--- config.mk ---
export PLATFORM = sky130hd
export DESIGN_NAME = cmdlink_slave
export DESIGN_NICKNAME = d
export VERILOG_FILES = /design/src/rtl/cmdlink_pkg.sv /design/src/rtl/cmdlink_sync.sv /design/src/rtl/cmdlink_shift.sv /design/src/rtl/cmdlink_timer.sv /design/src/rtl/cmdlink_slave.sv
export SDC_FILE = /design/constraint.sdc
export NUM_CORES = 1
export LEC_CHECK = 0
export ABC_CLOCK_PERIOD_IN_PS = 6140
export BUFFER_PORTS_ARGS = -buffer_cell sky130_fd_sc_hd__buf_2
export CAP_MARGIN = 25
export CORE_MARGIN = 4
export CORE_UTILIZATION = 45
export CTS_CLUSTER_SIZE = 12
export DETAILED_ROUTE_END_ITERATION = 10
export GPL_ROUTABILITY_DRIVEN = 0
export GPL_TIMING_DRIVEN = 1
export PLACE_DENSITY = 0.68
export SLEW_MARGIN = 10
export SYNTH_ARGS = -nofsm -noshare
export SYNTH_HDL_FRONTEND = slang
export SYNTH_SLANG_ARGS = --single-unit
--- constraint.sdc ---
create_clock -name clk -period 6.14 [get_ports clk]
set_clock_uncertainty 0.2 [all_clocks]
set_input_delay 0.307 -clock clk [delete_from_list [all_inputs] [get_ports clk]]
set_output_delay 0.307 -clock clk [all_outputs]
set_load 0.01 [all_outputs]
--- src/rtl/cmdlink_pkg.sv ---
`timescale 1ns/1ps
package cmdlink_pkg;

    localparam int BYTE_W    = 8;
    localparam int MAX_BYTES = 3;
    localparam int WORD_W    = BYTE_W * MAX_BYTES;

    typedef logic [BYTE_W-1:0] byte_t;
    typedef logic [WORD_W-1:0] word_t;
    typedef logic [1:0]        cnt2_t;

    typedef enum logic [1:0] {
        ST_IDLE  = 2'd0,
        ST_ARGS  = 2'd1,
        ST_ISSUE = 2'd2,
        ST_RESP  = 2'd3
    } cl_state_e;

    // Byte counts of one opcode, taken from the parameter tables.
    typedef struct packed {
        cnt2_t n_args;
        cnt2_t n_rsp;
    } op_shape_t;

    // A byte opens a command only when it is neither null nor beyond the table.
    function automatic logic opens_command(input byte_t b, input int unsigned num_ops);
        return (b != '0) && (int'(b) < int'(num_ops));
    endfunction

endpackage

--- src/rtl/cmdlink_sync.sv ---
`timescale 1ns/1ps
module cmdlink_sync #(
    parameter int          W       = 1,
    parameter int          STAGES  = 2,
    parameter logic [W-1:0] RST_VAL = '0
) (
    input  logic         clk,
    input  logic         rst,
    input  logic [W-1:0] d,
    output logic [W-1:0] q
);
    logic [W-1:0] chain [STAGES];

    generate
        for (genvar s = 0; s < STAGES; s++) begin : g_stage
            if (s == 0) begin : g_first
                always_ff @(posedge clk) begin
                    if (rst) chain[s] <= RST_VAL;
                    else     chain[s] <= d;
                end
            end else begin : g_next
                always_ff @(posedge clk) begin
                    if (rst) chain[s] <= RST_VAL;
                    else     chain[s] <= chain[s-1];
                end
            end
        end
    endgenerate

    assign q = chain[STAGES-1];
endmodule

--- src/rtl/cmdlink_shift.sv ---
`timescale 1ns/1ps
module cmdlink_shift
    import cmdlink_pkg::*;
(
    input  logic  clk,
    input  logic  rst,
    input  logic  sck_s,
    input  logic  mosi_s,
    input  logic  cs_n_s,
    input  logic  tx_load,
    input  byte_t tx_byte,
    input  logic  tx_clear,
    output logic  rx_valid,
    output byte_t rx_byte,
    output logic  miso
);
    localparam int BIT_W = $clog2(BYTE_W);

    logic             sck_d;
    logic             rise, fall;
    logic [BIT_W-1:0] bit_cnt;
    logic [BYTE_W-2:0] rx_sr;
    byte_t            tx_sr;

    assign rise = sck_s & ~sck_d;
    assign fall = ~sck_s & sck_d;

    always_ff @(posedge clk) begin
        if (rst) sck_d <= 1'b0;
        else     sck_d <= sck_s;
    end

    // Receive side: bit counter framed by chip select.
    always_ff @(posedge clk) begin
        if (rst) begin
            bit_cnt  <= '0;
            rx_sr    <= '0;
            rx_valid <= 1'b0;
            rx_byte  <= '0;
        end else begin
            rx_valid <= 1'b0;
            if (cs_n_s) begin
                bit_cnt <= '0;
            end else if (rise) begin
                rx_sr   <= {rx_sr[BYTE_W-3:0], mosi_s};
                bit_cnt <= bit_cnt + 1'b1;
                if (bit_cnt == BIT_W'(BYTE_W-1)) begin
                    rx_valid <= 1'b1;
                    rx_byte  <= {rx_sr, mosi_s};
                end
            end
        end
    end

    // Transmit side: shift on falling edges inside a byte only, so the edge
    // that follows the last sampling edge keeps a freshly loaded byte intact.
    always_ff @(posedge clk) begin
        if (rst) begin
            tx_sr <= '0;
        end else if (tx_clear) begin
            tx_sr <= '0;
        end else if (tx_load) begin
            tx_sr <= tx_byte;
        end else if (fall && !cs_n_s && bit_cnt != '0) begin
            tx_sr <= {tx_sr[BYTE_W-2:0], 1'b0};
        end
    end

    assign miso = ~cs_n_s & tx_sr[BYTE_W-1];
endmodule

--- src/rtl/cmdlink_timer.sv ---
`timescale 1ns/1ps
module cmdlink_timer #(
    parameter int TICK_DIV = 1000,
    parameter int BYTE_TO  = 110,
    parameter int XACT_TO  = 110
) (
    input  logic clk,
    input  logic rst,
    input  logic run,
    input  logic restart,
    input  logic byte_seen,
    input  logic xact_en,
    output logic gap_expired,
    output logic xact_expired
);
    localparam int PRE_W  = (TICK_DIV > 1) ? $clog2(TICK_DIV) : 1;
    localparam int GAP_W  = $clog2(BYTE_TO + 1);
    localparam int XACT_W = $clog2(XACT_TO + 1);

    logic [PRE_W-1:0]  pre_cnt;
    logic              tick;
    logic [GAP_W-1:0]  gap_cnt;
    logic [XACT_W-1:0] xact_cnt;

    generate
        if (TICK_DIV > 1) begin : g_presc
            always_ff @(posedge clk) begin
                if (rst || pre_cnt == PRE_W'(TICK_DIV-1)) pre_cnt <= '0;
                else                                      pre_cnt <= pre_cnt + 1'b1;
            end
            assign tick = (pre_cnt == PRE_W'(TICK_DIV-1));
        end else begin : g_nopresc
            always_ff @(posedge clk) pre_cnt <= '0;
            assign tick = 1'b1;
        end
    endgenerate

    // Gap window restarts on every completed byte.
    always_ff @(posedge clk) begin
        if (rst || !run || byte_seen)
            gap_cnt <= '0;
        else if (tick && gap_cnt != GAP_W'(BYTE_TO))
            gap_cnt <= gap_cnt + 1'b1;
    end

    // Whole-exchange window restarts only when an opcode is accepted.
    always_ff @(posedge clk) begin
        if (rst || !run || restart)
            xact_cnt <= '0;
        else if (tick && xact_cnt != XACT_W'(XACT_TO))
            xact_cnt <= xact_cnt + 1'b1;
    end

    assign gap_expired  = run && !byte_seen && (gap_cnt == GAP_W'(BYTE_TO));
    assign xact_expired = run && xact_en && (xact_cnt == XACT_W'(XACT_TO));
endmodule

--- src/rtl/cmdlink_slave.sv ---
`timescale 1ns/1ps
module cmdlink_slave
    import cmdlink_pkg::*;
#(
    parameter int                    NUM_OPS     = 8,
    parameter logic [2*NUM_OPS-1:0]  ARG_TABLE   = 16'hD900,
    parameter logic [2*NUM_OPS-1:0]  RSP_TABLE   = 16'h20E4,
    parameter int                    TICK_DIV    = 1000,
    parameter int                    BYTE_TO     = 110,
    parameter int                    XACT_TO     = 110,
    parameter int                    SYNC_STAGES = 2
) (
    input  logic        clk,
    input  logic        rst,
    input  logic        sck,
    input  logic        mosi,
    input  logic        cs_n,
    output logic        miso,
    output logic        drdy,
    output logic        cmd_valid,
    output logic [7:0]  cmd_op,
    output logic [23:0] cmd_args,
    input  logic [23:0] rsp_value
);
    localparam int IDX_W = (NUM_OPS > 1) ? $clog2(NUM_OPS) : 1;

    // Per-opcode shape table unpacked from the parameters.
    op_shape_t shape_of [NUM_OPS];
    generate
        for (genvar g = 0; g < NUM_OPS; g++) begin : g_shape
            assign shape_of[g].n_args = ARG_TABLE[2*g +: 2];
            assign shape_of[g].n_rsp  = RSP_TABLE[2*g +: 2];
        end
    endgenerate

    logic sck_s, mosi_s, cs_n_s;
    logic rx_valid;
    byte_t rx_byte;
    logic tx_load, tx_clear;
    byte_t tx_byte;
    logic gap_expired, xact_expired;
    logic restart;

    cmdlink_sync #(.W(2), .STAGES(SYNC_STAGES), .RST_VAL(2'b00)) u_sync_data (
        .clk (clk), .rst (rst), .d ({sck, mosi}), .q ({sck_s, mosi_s})
    );
    cmdlink_sync #(.W(1), .STAGES(SYNC_STAGES), .RST_VAL(1'b1)) u_sync_cs (
        .clk (clk), .rst (rst), .d (cs_n), .q (cs_n_s)
    );

    cmdlink_shift u_shift (
        .clk      (clk),
        .rst      (rst),
        .sck_s    (sck_s),
        .mosi_s   (mosi_s),
        .cs_n_s   (cs_n_s),
        .tx_load  (tx_load),
        .tx_byte  (tx_byte),
        .tx_clear (tx_clear),
        .rx_valid (rx_valid),
        .rx_byte  (rx_byte),
        .miso     (miso)
    );

    cl_state_e st_q, st_n;
    byte_t     op_q, op_n;
    word_t     args_q, args_n;
    word_t     buf_q, buf_n;
    cnt2_t     need_q, need_n, got_q, got_n;
    cnt2_t     rlen_q, rlen_n, ridx_q, ridx_n;
    logic      multi_q, multi_n;
    logic      open_op;
    op_shape_t shp;

    cmdlink_timer #(.TICK_DIV(TICK_DIV), .BYTE_TO(BYTE_TO), .XACT_TO(XACT_TO)) u_timer (
        .clk          (clk),
        .rst          (rst),
        .run          (st_q != ST_IDLE),
        .restart      (restart),
        .byte_seen    (rx_valid),
        .xact_en      (multi_q),
        .gap_expired  (gap_expired),
        .xact_expired (xact_expired)
    );

    assign shp = shape_of[rx_byte[IDX_W-1:0]];

    always_comb begin
        st_n     = st_q;
        op_n     = op_q;
        args_n   = args_q;
        buf_n    = buf_q;
        need_n   = need_q;
        got_n    = got_q;
        rlen_n   = rlen_q;
        ridx_n   = ridx_q;
        multi_n  = multi_q;
        tx_load  = 1'b0;
        tx_clear = 1'b0;
        tx_byte  = '0;
        open_op  = 1'b0;
        restart  = 1'b0;

        unique case (st_q)
            ST_IDLE: begin
                open_op = rx_valid;
            end
            ST_ARGS: begin
                // A completed byte beats an expiry in the same cycle.
                if (rx_valid) begin
                    args_n[{got_q, 3'b000} +: BYTE_W] = rx_byte;
                    got_n = got_q + 1'b1;
                    if (got_q + 1'b1 == need_q) st_n = ST_ISSUE;
                end else if (gap_expired || xact_expired) begin
                    st_n = ST_IDLE;
                end
            end
            ST_ISSUE: begin
                if (rlen_q != '0) begin
                    tx_load = 1'b1;
                    tx_byte = rsp_value[BYTE_W-1:0];
                    buf_n   = rsp_value >> BYTE_W;
                    ridx_n  = '0;
                    st_n    = ST_RESP;
                end else begin
                    st_n = ST_IDLE;
                end
            end
            ST_RESP: begin
                if (rx_valid) begin
                    if (ridx_q + 1'b1 == rlen_q) begin
                        tx_clear = 1'b1;
                        st_n     = ST_IDLE;
                        open_op  = 1'b1;
                    end else begin
                        ridx_n  = ridx_q + 1'b1;
                        tx_load = 1'b1;
                        tx_byte = buf_q[BYTE_W-1:0];
                        buf_n   = buf_q >> BYTE_W;
                    end
                end else if (gap_expired || xact_expired) begin
                    tx_clear = 1'b1;
                    st_n     = ST_IDLE;
                end
            end
            default: st_n = ST_IDLE;
        endcase

        if (open_op && opens_command(rx_byte, NUM_OPS)) begin
            restart = 1'b1;
            op_n    = rx_byte;
            args_n  = '0;
            got_n   = '0;
            need_n  = shp.n_args;
            rlen_n  = shp.n_rsp;
            multi_n = (shp.n_rsp >= 2'd2);
            st_n    = (shp.n_args == '0) ? ST_ISSUE : ST_ARGS;
        end
    end

    always_ff @(posedge clk) begin
        if (rst) begin
            st_q    <= ST_IDLE;
            op_q    <= '0;
            args_q  <= '0;
            buf_q   <= '0;
            need_q  <= '0;
            got_q   <= '0;
            rlen_q  <= '0;
            ridx_q  <= '0;
            multi_q <= 1'b0;
        end else begin
            st_q    <= st_n;
            op_q    <= op_n;
            args_q  <= args_n;
            buf_q   <= buf_n;
            need_q  <= need_n;
            got_q   <= got_n;
            rlen_q  <= rlen_n;
            ridx_q  <= ridx_n;
            multi_q <= multi_n;
        end
    end

    assign cmd_valid = (st_q == ST_ISSUE);
    assign cmd_op    = op_q;
    assign cmd_args  = args_q;
    assign drdy      = (st_q == ST_RESP);
endmodule

* After elaboration in Yosys (flattened, before gate mapping)
Memory sizes are Yosys's and may differ from the RTL's.
Cells that the tools add are included.
** Cells by class
- Eq/ne operators :: 16
- Shift operators :: 2
- Mux-type cells :: 45
- $add $sub $neg :: 7
- Magnitude comparators :: 3
- Bitwise operators :: 12
- Reductions and logical operators :: 36
** Operators with widths (count)
- 24-bit 2-to-1 mux :: 3
- 24-bit case mux with 2 select lines :: 1
- 8-bit 2-to-1 mux :: 5
- 2-bit 2-to-1 mux :: 13
- 24-bit bitwise mux :: 1
- 8-bit by 7-bit variable shift with 24-bit output (first input constant) :: 1
- 8-bit by 7-bit variable part select with 24-bit output :: 1
- 8-bit case mux with 2 select lines :: 1
- 1-bit 2-to-1 mux :: 15
- 7-bit by 1-bit adder with 7-bit output (second input constant) :: 2
- 7-bit == test (second input constant) :: 2
- 7-bit != test (second input constant) :: 2
- 10-bit by 1-bit adder with 10-bit output (second input constant) :: 1
- 10-bit == test (second input constant) :: 1
- 1-bit logical AND :: 10
- 8-bit by 4-bit < comparator with 1-bit output (second input constant) :: 1
- 4-bit 2-to-1 mux :: 2
- 4-bit != test (second input constant) :: 2
- 2-bit nonzero test :: 4
- 8-bit nonzero test :: 1
- 5-bit negator with 7-bit output :: 1
- 2-bit case mux with 3 select lines :: 1
- 3-bit AND reduction :: 2
- 2-bit OR reduction :: 3
- other kinds (24) :: 45
** Storage, ports and cells
- Memories :: 3
- Bits in registers :: 119
- Output and inout port bits :: 35
- ROM bits :: 32
- RAM bits :: 6
** Memories
- (no name shown) :: depth 8, width 4, read ports 1, clocked after Yosys merged registers in 0, write ports 0, line cmdlink_slave.sv:86 : assign shp = shape_of[rx_byte[IDX_W-1:0]];
- u_sync_data.chain :: depth 2, width 2, read ports 2, clocked after Yosys merged registers in 0, write ports 2, line cmdlink_sync.sv:12 : logic [W-1:0] chain [STAGES];
- u_sync_cs.chain :: depth 2, width 1, read ports 2, clocked after Yosys merged registers in 0, write ports 2, line cmdlink_sync.sv:12

* Longest topological paths before layout
Gate-level depths: netlist of the first run.
- Depth after elaboration :: 8
- Mapped depth :: 9
- Mapped depth without buffers :: 7

* Hierarchy
A second synthesis of the first run with hierarchy kept.
** Second synthesis, totals
- Cells, all modules :: 569
- Area total of the unflattened synthesis :: 5193.7 um^2
** Modules (own cells, without submodules)
- cmdlink_slave :: area an instance 2638.8 um^2, cells an instance 287, seq. area each 1161.1 um^2, instances 1
- cmdlink_timer :: area an instance 1203.7 um^2, cells an instance 138, seq. area each 480.5 um^2, instances 1
- cmdlink_shift :: area an instance 1193.6 um^2, cells an instance 132, seq. area each 560.5 um^2, instances 1
- cmdlink_sync (u_sync_data) :: area an instance 105.1 um^2, cells an instance 8, seq. area each 80.1 um^2, instances 1
- cmdlink_sync (u_sync_cs) :: area an instance 52.6 um^2, cells an instance 4, seq. area each 40.0 um^2, instances 1

* Least setup slack after synthesis of the first run
No wires, ideal clock.
- Path kind :: reg2reg
- From :: register u_shift.bit_cnt[0]
- To :: register u_shift.tx_sr[0]
- Cell stages (with the launch flop) :: 9
- Data arrival time :: 1.926 ns
- Path buffers :: 1
- Setup time :: 0.137 ns
- Required time :: 5.803 ns
- Setup slack :: 3.878 ns
- Path through :: dfxtp_1 inv_1 ha_1 nor2b_1 or4b_2 clkbuf_1 and3_1 a222oi_1 nor3_1
** On the way
- Word-level cells in the longest chain between the ends :: 3
** RTL lines
- start: declaration :: line cmdlink_shift.sv:21 : logic [BIT_W-1:0] bit_cnt;
- start signal: assignment :: line cmdlink_shift.sv:46 : bit_cnt <= bit_cnt + 1'b1;
- 3-bit nonzero test :: line cmdlink_shift.sv:64 : end else if (fall && !cs_n_s && bit_cnt != '0) begin
- 1-bit logical AND :: line cmdlink_shift.sv:64
- 2-bit nonzero test (no line)
- end signal: assignment :: line cmdlink_shift.sv:63 : tx_sr <= tx_byte;
- end signal: assignment :: line cmdlink_shift.sv:65 : tx_sr <= {tx_sr[BYTE_W-2:0], 1'b0};
- end: declaration :: line cmdlink_shift.sv:23 : byte_t tx_sr;
No other way between the ends.
A chain may end at the register's enable or synchronous reset.

* Final worst setup path of the first run
- From :: register st_q[1]
- To :: register st_q[1]
** On the way
- Word-level cells in the longest chain between the ends :: 8
** RTL lines
- start: declaration :: line cmdlink_slave.sv:65 : cl_state_e st_q, st_n;
- start signal: assignment :: line cmdlink_slave.sv:173 : st_q <= st_n;
- 2-bit nonzero test :: line cmdlink_slave.sv:78 : .run (st_q != ST_IDLE),
- 1-bit logical AND, on equally long branches (2 in a row) :: line cmdlink_timer.sv:54, cmdlink_timer.sv:55
- 1-bit logical OR :: line cmdlink_slave.sv:114, cmdlink_slave.sv:141
- 2-bit 2-to-1 mux
- 2-bit 2-to-1 mux, on equally long branches
- 2-bit case mux with 3 select lines :: line cmdlink_slave.sv:104 : unique case (st_q)
- 2-bit 2-to-1 mux :: line cmdlink_slave.sv:149 : if (open_op && opens_command(rx_byte, NUM_OPS)) begin
Several ways; a longest one is shown, not always the timed one.

==> out/results.txt, run 1 <==
Min cycle time layout: 2.827 ns
Library cells used by synthesis: 57
CP cell instances: ha_1, nand2_1, nor2_1, o21ai_0, a31o_2
Rel. slew slack: 0.4143
Vias after detailed routing: 4138
Initial Util: 0.4587
Utilization after layout: 0.5711
Hpwl dp: 7390 um
Pre-CTS setup slack: 3.384 ns
First-pass GRT wire length: 18840 um
Non-filler instance count after layout: 767
Mapped Cells: 533
Clock power frac: 0.513
Proportion of power drawn by flip-flops and latches: 0.418
# Max-Cap Violations: 0
Top cell type's share of synthesized area: 0.4690
WL per Instance: 14.47 um
Final setup violation count: 0
Status: completed
Final instance area: 6163 sq um
Post-synth EDFFs: 0
CP max stage delay: 0.75 ns
CP Data Required Time: 6.35 ns
RSZ-0062 raised after global routing: no
Drt total wl: 11100 um
Number of buffers created by CTS: 17
Total gr overflow: 0
Vias in the first global route: 4115
Longest Clk Path Bufs: 2
Area of the mapped netlist: 4951 sq um
Post-Syn Area per Cell: 9.289 sq um
Die X: 112.9 um
CTS root buffer: clkbuf_8
Slowest CP cell: ha_1
Detail-routed via count per cell: 5.395
Placed Instance Area: 5324 sq um
Synthesized net count: 578
Synth area leader: dfxtp_1
Hold Slack: 0.1841 ns
Final number of hold-violating endpoints: 0
Hold crit path type: input port to flip-flop
Sw frac: 0.2249
Power share of the combinational group: 0.069
Dpl cells: 708
Nets@finish: 659
Worst Tran Pin Value: 0.8785 ns
Final setup margin: 3.313 ns
Multi-input logic area: 2459 sq um
Synth area leaders: dfxtp_1 47%, nor2_1 6.4%, a22oi_1 4.9%, ha_1 4.0%, mux2i_1 3.2%
Layout cells sized above 1: 0.1722
CP bufs+invs: 0
Sequential area share after synthesis: 0.4690
Maximum number of pins on one net before global-route repair: 67
CP top delay family: simple AND/OR/NAND/NOR gates
CTS sink count: 116
Postcts setup bufs: 0
Pwr/cell area: 297.5 nW/um^2
Power Internal: 1.421 mW
Core area: 10790 sq um
Ant diodes: 0
Initial antenna violation count: 0
Power, Total: 1.833 mW
Fmax: 353.7 MHz
Die height: 112.9 um
Area growth syn-to-layout: 24.49%
Worst setup SP type: flip-flop
Worst Setup End Kind: flip-flop
Final TNS setup: 0 ns
Fin. max-slew vios: 0
DRT Pass-1 Iters: 5
# fillers: 954
1st-iter DRT viols: 291
Sequential cell area: 2322 sq um
Top_reg_cell synth: dfxtp_1
Fin crit share: 0.4604
Clk slew on worst S/H paths: 0.06 ns
Sw Pwr: 0.4123 mW
Synth warn: 0
FFs w/ async S/R, synth: 0
H-tree depth: 4
P_leak: 2.357 nW
CTS tree: yes
CP Class: flip-flop to flip-flop
DRC viols: 0
Die footprint: 12740 sq um
Seq cells post-synth: 116
Std-Cell Rows: 38
Crit Path Max Fanout: 20
Global Route Usage Sum: 0.1819
Post-route ant nets: 0
Port bufs: 63
Ports: 64
Worst Path Arrival: 3.04 ns
Clk_lat worst skew: 0.52 ns
VDD IR max: 0.0001435 V
[worst reg2reg max path, delay by kind of cell (launching register included)]
| family | cells | cell delay (ns) |
|---|---|---|
| fa+ha+maj | 1 | 0.75 |
| flops | 1 | 0.37 |
| simple gates | 2 | 0.96 |
| compound gates | 2 | 0.43 |
[final timing paths]
path	start	endpoint	slack (ns)	cells after the start
hold reg to reg	u_sync_cs.chain[0]$_DFF_P_	u_sync_cs.chain[1]$_DFF_P_	0.20	1
hold / removal	rst	buf_q[13]$_SDFFE_PP0P_	0.18	3
setup reg to reg	st_q[1]$_SDFFE_PP0P_	st_q[1]$_SDFFE_PP0P_	3.31	5
setup / recovery	st_q[1]$_SDFFE_PP0P_	st_q[1]$_SDFFE_PP0P_	3.31	5
[synth_stat cells, drive strengths merged (2+ instances only)]
library cell,number
nor2b,11
and4b,2
nand4,8
mux2i,17
nand4b,4
nand2,27
o211a,7
nand3,18
o31ai,2
buf,10
or2,3
nor3,8
a21o,2
dfxtp,116
clkbuf,20
inv,10
o21ai,13
a221oi,7
a21oi,25
and3,8
nor2,85
nand2b,2
ha,16
o21a,2
and2,10
or3,4
a211oi,10
xnor2,7
xor2,16
nor4b,3
nor4,10
a311oi,2
a22oi,32
[power groups by stage]
stage / registers [mW] / clock network [mW] / logic (mW)
2_1_floorplan: 0.781 / 0 / 0.0827
3_3_place_gp: 0.781 / 0 / 0.111
3_5_place_dp: 0.782 / 0 / 0.112
4_1_cts: 0.766 / 0.959 / 0.126
5_1_grt: 0.767 / 0.990 / 0.140
6_report: 0.766 / 0.940 / 0.127
[flip-flops by register name, summed over array words and instances (netlist names), 7 cells and up]
signal and count:
buf_q 16, cmd_args 24, cmd_op 8, u_shift.rx_byte 8, u_shift.rx_sr 7, u_shift.tx_sr 8, u_timer.gap_cnt 7, u_timer.pre_cnt 10
u_timer.xact_cnt 7
[cell usage in the layout (no fill, tap or decap), drive strengths merged, types with 13 or more instances in the layout]
cell,n
a21oi,25
a22oi,32
buf,65
clkbuf,23
dfxtp,116
dlygate4sd3,27
ha,16
mux2i,17
nand2,27
nand3,18
nor2,85
o21ai,13
xor2,16
[layout make-up]
| type | count | share of cell area |
|---|---|---|
| multi-input combinational | 377 | 0.3989 |
| inverter | 10 | 0.006090 |
| clock buffer | 23 | 0.07572 |
| timing repair buffer | 92 | 0.09744 |
| tap | 140 | 0.02842 |
| sequential | 116 | 0.3768 |
| clock inverter | 9 | 0.01665 |
[logic make-up after synthesis]
group                      share of synthesized area
and+or+nand+nor                               0.2130
buffers and inverters                        0.03437
muxes                                        0.03917
adders and majority gates                    0.04043
AOI/OAI and AO/OA                             0.1617
xor gates and xnor gates                     0.04220
DFF                                           0.4690
[repair_timing]
item | in CTS | in global routing
endpoints found under the hold margin | 27 | 0
gates resized for setup | 0 | 0
hold buffers | 27 | 0
[layer usage]
layer | GRT usage | wire [um] | up-vias | part of all wire
met1 | 0.2138 | 4822 | 1946 | 0.43
met2 | 0.3092 | 5459 | 96 | 0.49
met4 | 0.08814 | 316 | 0 | 0.028
met3 | 0.04599 | 501 | 23 | 0.045
li1 | - | - | 2073 | -
met5 | 0 | 0 | - | 0
Note: power is estimated with default switching activity, not from simulation.
==> run 2, diff against run 1 <==
--- a/config.mk
+++ b/config.mk
@@ -5,7 +5,7 @@
 export SDC_FILE = /design/constraint.sdc
 export NUM_CORES = 1
 export LEC_CHECK = 0
-export ABC_CLOCK_PERIOD_IN_PS = 6140
+export ABC_CLOCK_PERIOD_IN_PS = 2500
 export BUFFER_PORTS_ARGS = -buffer_cell sky130_fd_sc_hd__buf_2
 export CAP_MARGIN = 25
 export CORE_MARGIN = 4
@@ -14,7 +14,7 @@
 export DETAILED_ROUTE_END_ITERATION = 10
 export GPL_ROUTABILITY_DRIVEN = 0
 export GPL_TIMING_DRIVEN = 1
-export PLACE_DENSITY = 0.68
+export PLACE_DENSITY = 0.7
 export SLEW_MARGIN = 10
 export SYNTH_ARGS = -nofsm -noshare
 export SYNTH_HDL_FRONTEND = slang
==> constraint.sdc (replaced) <==
create_clock -name clk -period 2.5 [get_ports clk]
set_clock_uncertainty 0.2 [all_clocks]
set_input_delay 0.125 -clock clk [delete_from_list [all_inputs] [get_ports clk]]
set_output_delay 0.125 -clock clk [all_outputs]
set_load 0.01 [all_outputs]
==> run 2 against run 1 <==
Clock-buffer cell count is 1 higher. First-iteration DRC count rose by 7.9%. Cell area is 3.8% higher. Utilization grew 2.1 points. Non-clock buffer count is 19 higher. Critical path depth rose by 2. Die area unchanged.
==> out/results.txt, run 2 (synthesized netlist as in run 1, its figures left out) <==
Status: completed (unchanged)
VDD IR max: 0.0004127 V (was 0.0001435 V)
Power, Total: 4.729 mW (was 1.833 mW)
CTS tree: yes (unchanged)
Clk_lat worst skew: 0.52 ns (about the same)
Pwr/cell area: 739.5 nW/um^2 (was 297.5 nW/um^2)
Initial Util: 0.4587 (unchanged)
R2R depth: 7 (was 5)
Crit Path Max Fanout: 5 (was 20)
# fillers: 912 (was 954)
DRC viols: 0 (unchanged)
Std-Cell Rows: 38 (unchanged)
Non-filler instance count after layout: 786 (was 767)
Detail-routed via count per cell: 5.447 (was 5.395)
HP Start: sck (was rst)
Clk slew on worst S/H paths: 0.05 ns (was 0.06 ns)
R2r setup slk: 0.22 ns (was 3.31 ns)
Fmax: 439.3 MHz (was 353.7 MHz)
Final TNS setup: 0 ns (unchanged)
Min cycle time layout: 2.276 ns (was 2.827 ns)
CTS sink count: 116 (unchanged)
Drt total wl: 11480 um (was 11100 um)
Longest Clk Path Bufs: 2 (unchanged)
Rel. slew slack: 0.5933 (was 0.4143)
Most frequent cells in the layout: 116 x dfxtp_1, 85 x nor2_1, 63 x buf_2 (unchanged)
Postcts setup bufs: 0 (unchanged)
Hold Path Depth: 3 (unchanged)
R2R Path End: st_q[1]$_SDFFE_PP0P_ (unchanged)
Die height: 112.9 um (unchanged)
Hpwl dp: 7664 um (was 7390 um)
Worst Tran Pin Value: 0.6100 ns (was 0.8785 ns)
Most common cell after layout, fill and taps aside: dfxtp_1 (unchanged)
Die X: 112.9 um (unchanged)
Post-route ant nets: 0 (unchanged)
CP Class: flip-flop to flip-flop (unchanged)
Maximum number of pins on one net before global-route repair: 37 (was 67)
Worst Path Arrival: 2.49 ns (was 3.04 ns)
FF-to-FF Start: got_q[0]$_SDFFE_PP0P_ (was st_q[1]$_SDFFE_PP0P_)
Number of buffers created by CTS: 17 (unchanged)
Initial antenna violation count: 0 (unchanged)
Fin. max-slew vios: 0 (unchanged)
Final setup violation count: 0 (unchanged)
Port bufs: 63 (unchanged)
Nets@finish: 678 (was 659)
H-tree depth: 4 (unchanged)
Ant diodes: 0 (unchanged)
CP Data Required Time: 2.71 ns (was 6.35 ns)
Final number of hold-violating endpoints: 0 (unchanged)
WL per Instance: 14.61 um (was 14.47 um)
Area growth syn-to-layout: 29.16% (was 24.49%)
Core area: 10790 sq um (unchanged)
# Max-Cap Violations: 0 (unchanged)
First-pass GRT wire length: 19800 um (was 18840 um)
Worst setup SP type: flip-flop (unchanged)
Total gr overflow: 0 (unchanged)
Worst Setup End Kind: flip-flop (unchanged)
Die footprint: 12740 sq um (unchanged)
Hold crit path type: input port to flip-flop (unchanged)
WHS Endpoint: u_sync_data.chain[0][1]$_SDFF_PP0_ (was buf_q[13]$_SDFFE_PP0P_)
RSZ-0062 raised after global routing: no (unchanged)
Max reg flops: 24 (unchanged)
Ports: 64 (unchanged)
Vias after detailed routing: 4281 (was 4138)
DRT Pass-1 Iters: 5 (unchanged)
Fin crit share: 0.9105 (was 0.4604)
1st-iter DRT viols: 314 (was 291)
Layout cells sized above 1: 0.1966 (was 0.1722)
P_leak: 2.502 nW (was 2.357 nW)
Dpl cells: 726 (was 708)
Vias in the first global route: 4278 (was 4115)
Global Route Usage Sum: 0.1906 (was 0.1819)
CTS root buffer: clkbuf_8 (unchanged)
-- run 2: cell types whose count changed in the layout (fill, tap and decap cells not counted), sizes merged --
cell / before / now
buf: 65 / 83
bufinv: 2 / 4
clkinvlp: 3 / 1
clkbuf: 23 / 24
clkinv: 4 / 3
dlygate4sd3: 27 / 28
-- run 2: worst max-delay path by stage --
stage	from	to	slack, ns	cells past startpoint
4_1_cts	u_shift.bit_cnt[0]$_SDFFE_PP0P_	u_shift.tx_sr[0]$_SDFFE_PP0P_	0.11	7
5_1_grt	st_q[0]$_SDFFE_PP0P_	buf_q[3]$_SDFFE_PP0P_	0.06	6
3_5_place_dp	u_shift.bit_cnt[0]$_SDFFE_PP0P_	u_shift.tx_sr[6]$_SDFFE_PP0P_	0.13	7
2_1_floorplan	u_shift.bit_cnt[0]$_SDFFE_PP0P_	u_shift.tx_sr[0]$_SDFFE_PP0P_	0.24	8
6_report	got_q[0]$_SDFFE_PP0P_	st_q[1]$_SDFFE_PP0P_	0.22	7
3_3_place_gp	u_shift.bit_cnt[0]$_SDFFE_PP0P_	u_shift.tx_sr[0]$_SDFFE_PP0P_	0.20	7
-- run 2: worst max-delay path, cell delays in order, from the launching register on --
cell	delay, ns
dfxtp_1	0.44
inv_1	0.17
ha_1	0.41
xor2_1	0.18
nor2_1	0.07
o32ai_1	0.25
o21ai_0	0.19
a31o_2	0.26
-- run 2: power breakdown --
part,total (mW),internal (mW),switching [mW],leakage [nW]
combinational,0.319,0.142,0.177,1.26
clock,2.53,1.72,0.805,0.305
sequential,1.88,1.87,0.0146,0.936
-- run 2: through the flow --
step / worst slack [ns] / area (sq um) / util / hold slack, ns
floorplan: 0.2376 / 4951 / - / 0.02881
global placement: 0.2012 / 5472 / 0.5070 / 0.1067
detailed placement: 0.1301 / 5472 / 0.5070 / 0.1137
CTS: 0.1127 / 6379 / 0.5910 / 0.09783
global route: 0.05650 / 6395 / 0.5925 / 0.1451
finish: 0.2238 / 6395 / 0.5925 / 0.1561
-- run 2: cell type report --
| type | count | area, sq um | share of cell area |
|---|---|---|---|
| multi-input combinational | 377 | 2475 | 0.3870 |
| sequential | 116 | 2322 | 0.3631 |
| timing repair buffer | 111 | 758.2 | 0.1186 |
| clock buffer | 24 | 480.5 | 0.07513 |
| tap | 140 | 175.2 | 0.02739 |
| clock inverter | 8 | 146.4 | 0.02289 |
| inverter | 10 | 37.54 | 0.005870 |
-- run 2: layer usage --
metal  share of wire  vias up  GRT usage
li1                -     2109          -
met1            0.43     2030     0.2165
met2            0.50      122     0.3254
met3           0.053       20    0.06578
met4           0.020        0    0.08093
met5               0        -          0
-- run 2: what timing repair did --
item,CTS,global route
hold buffers,28,0
endpoints found under the hold margin,50,0
setup endpoints to repair,0,5
resized for setup,0,3
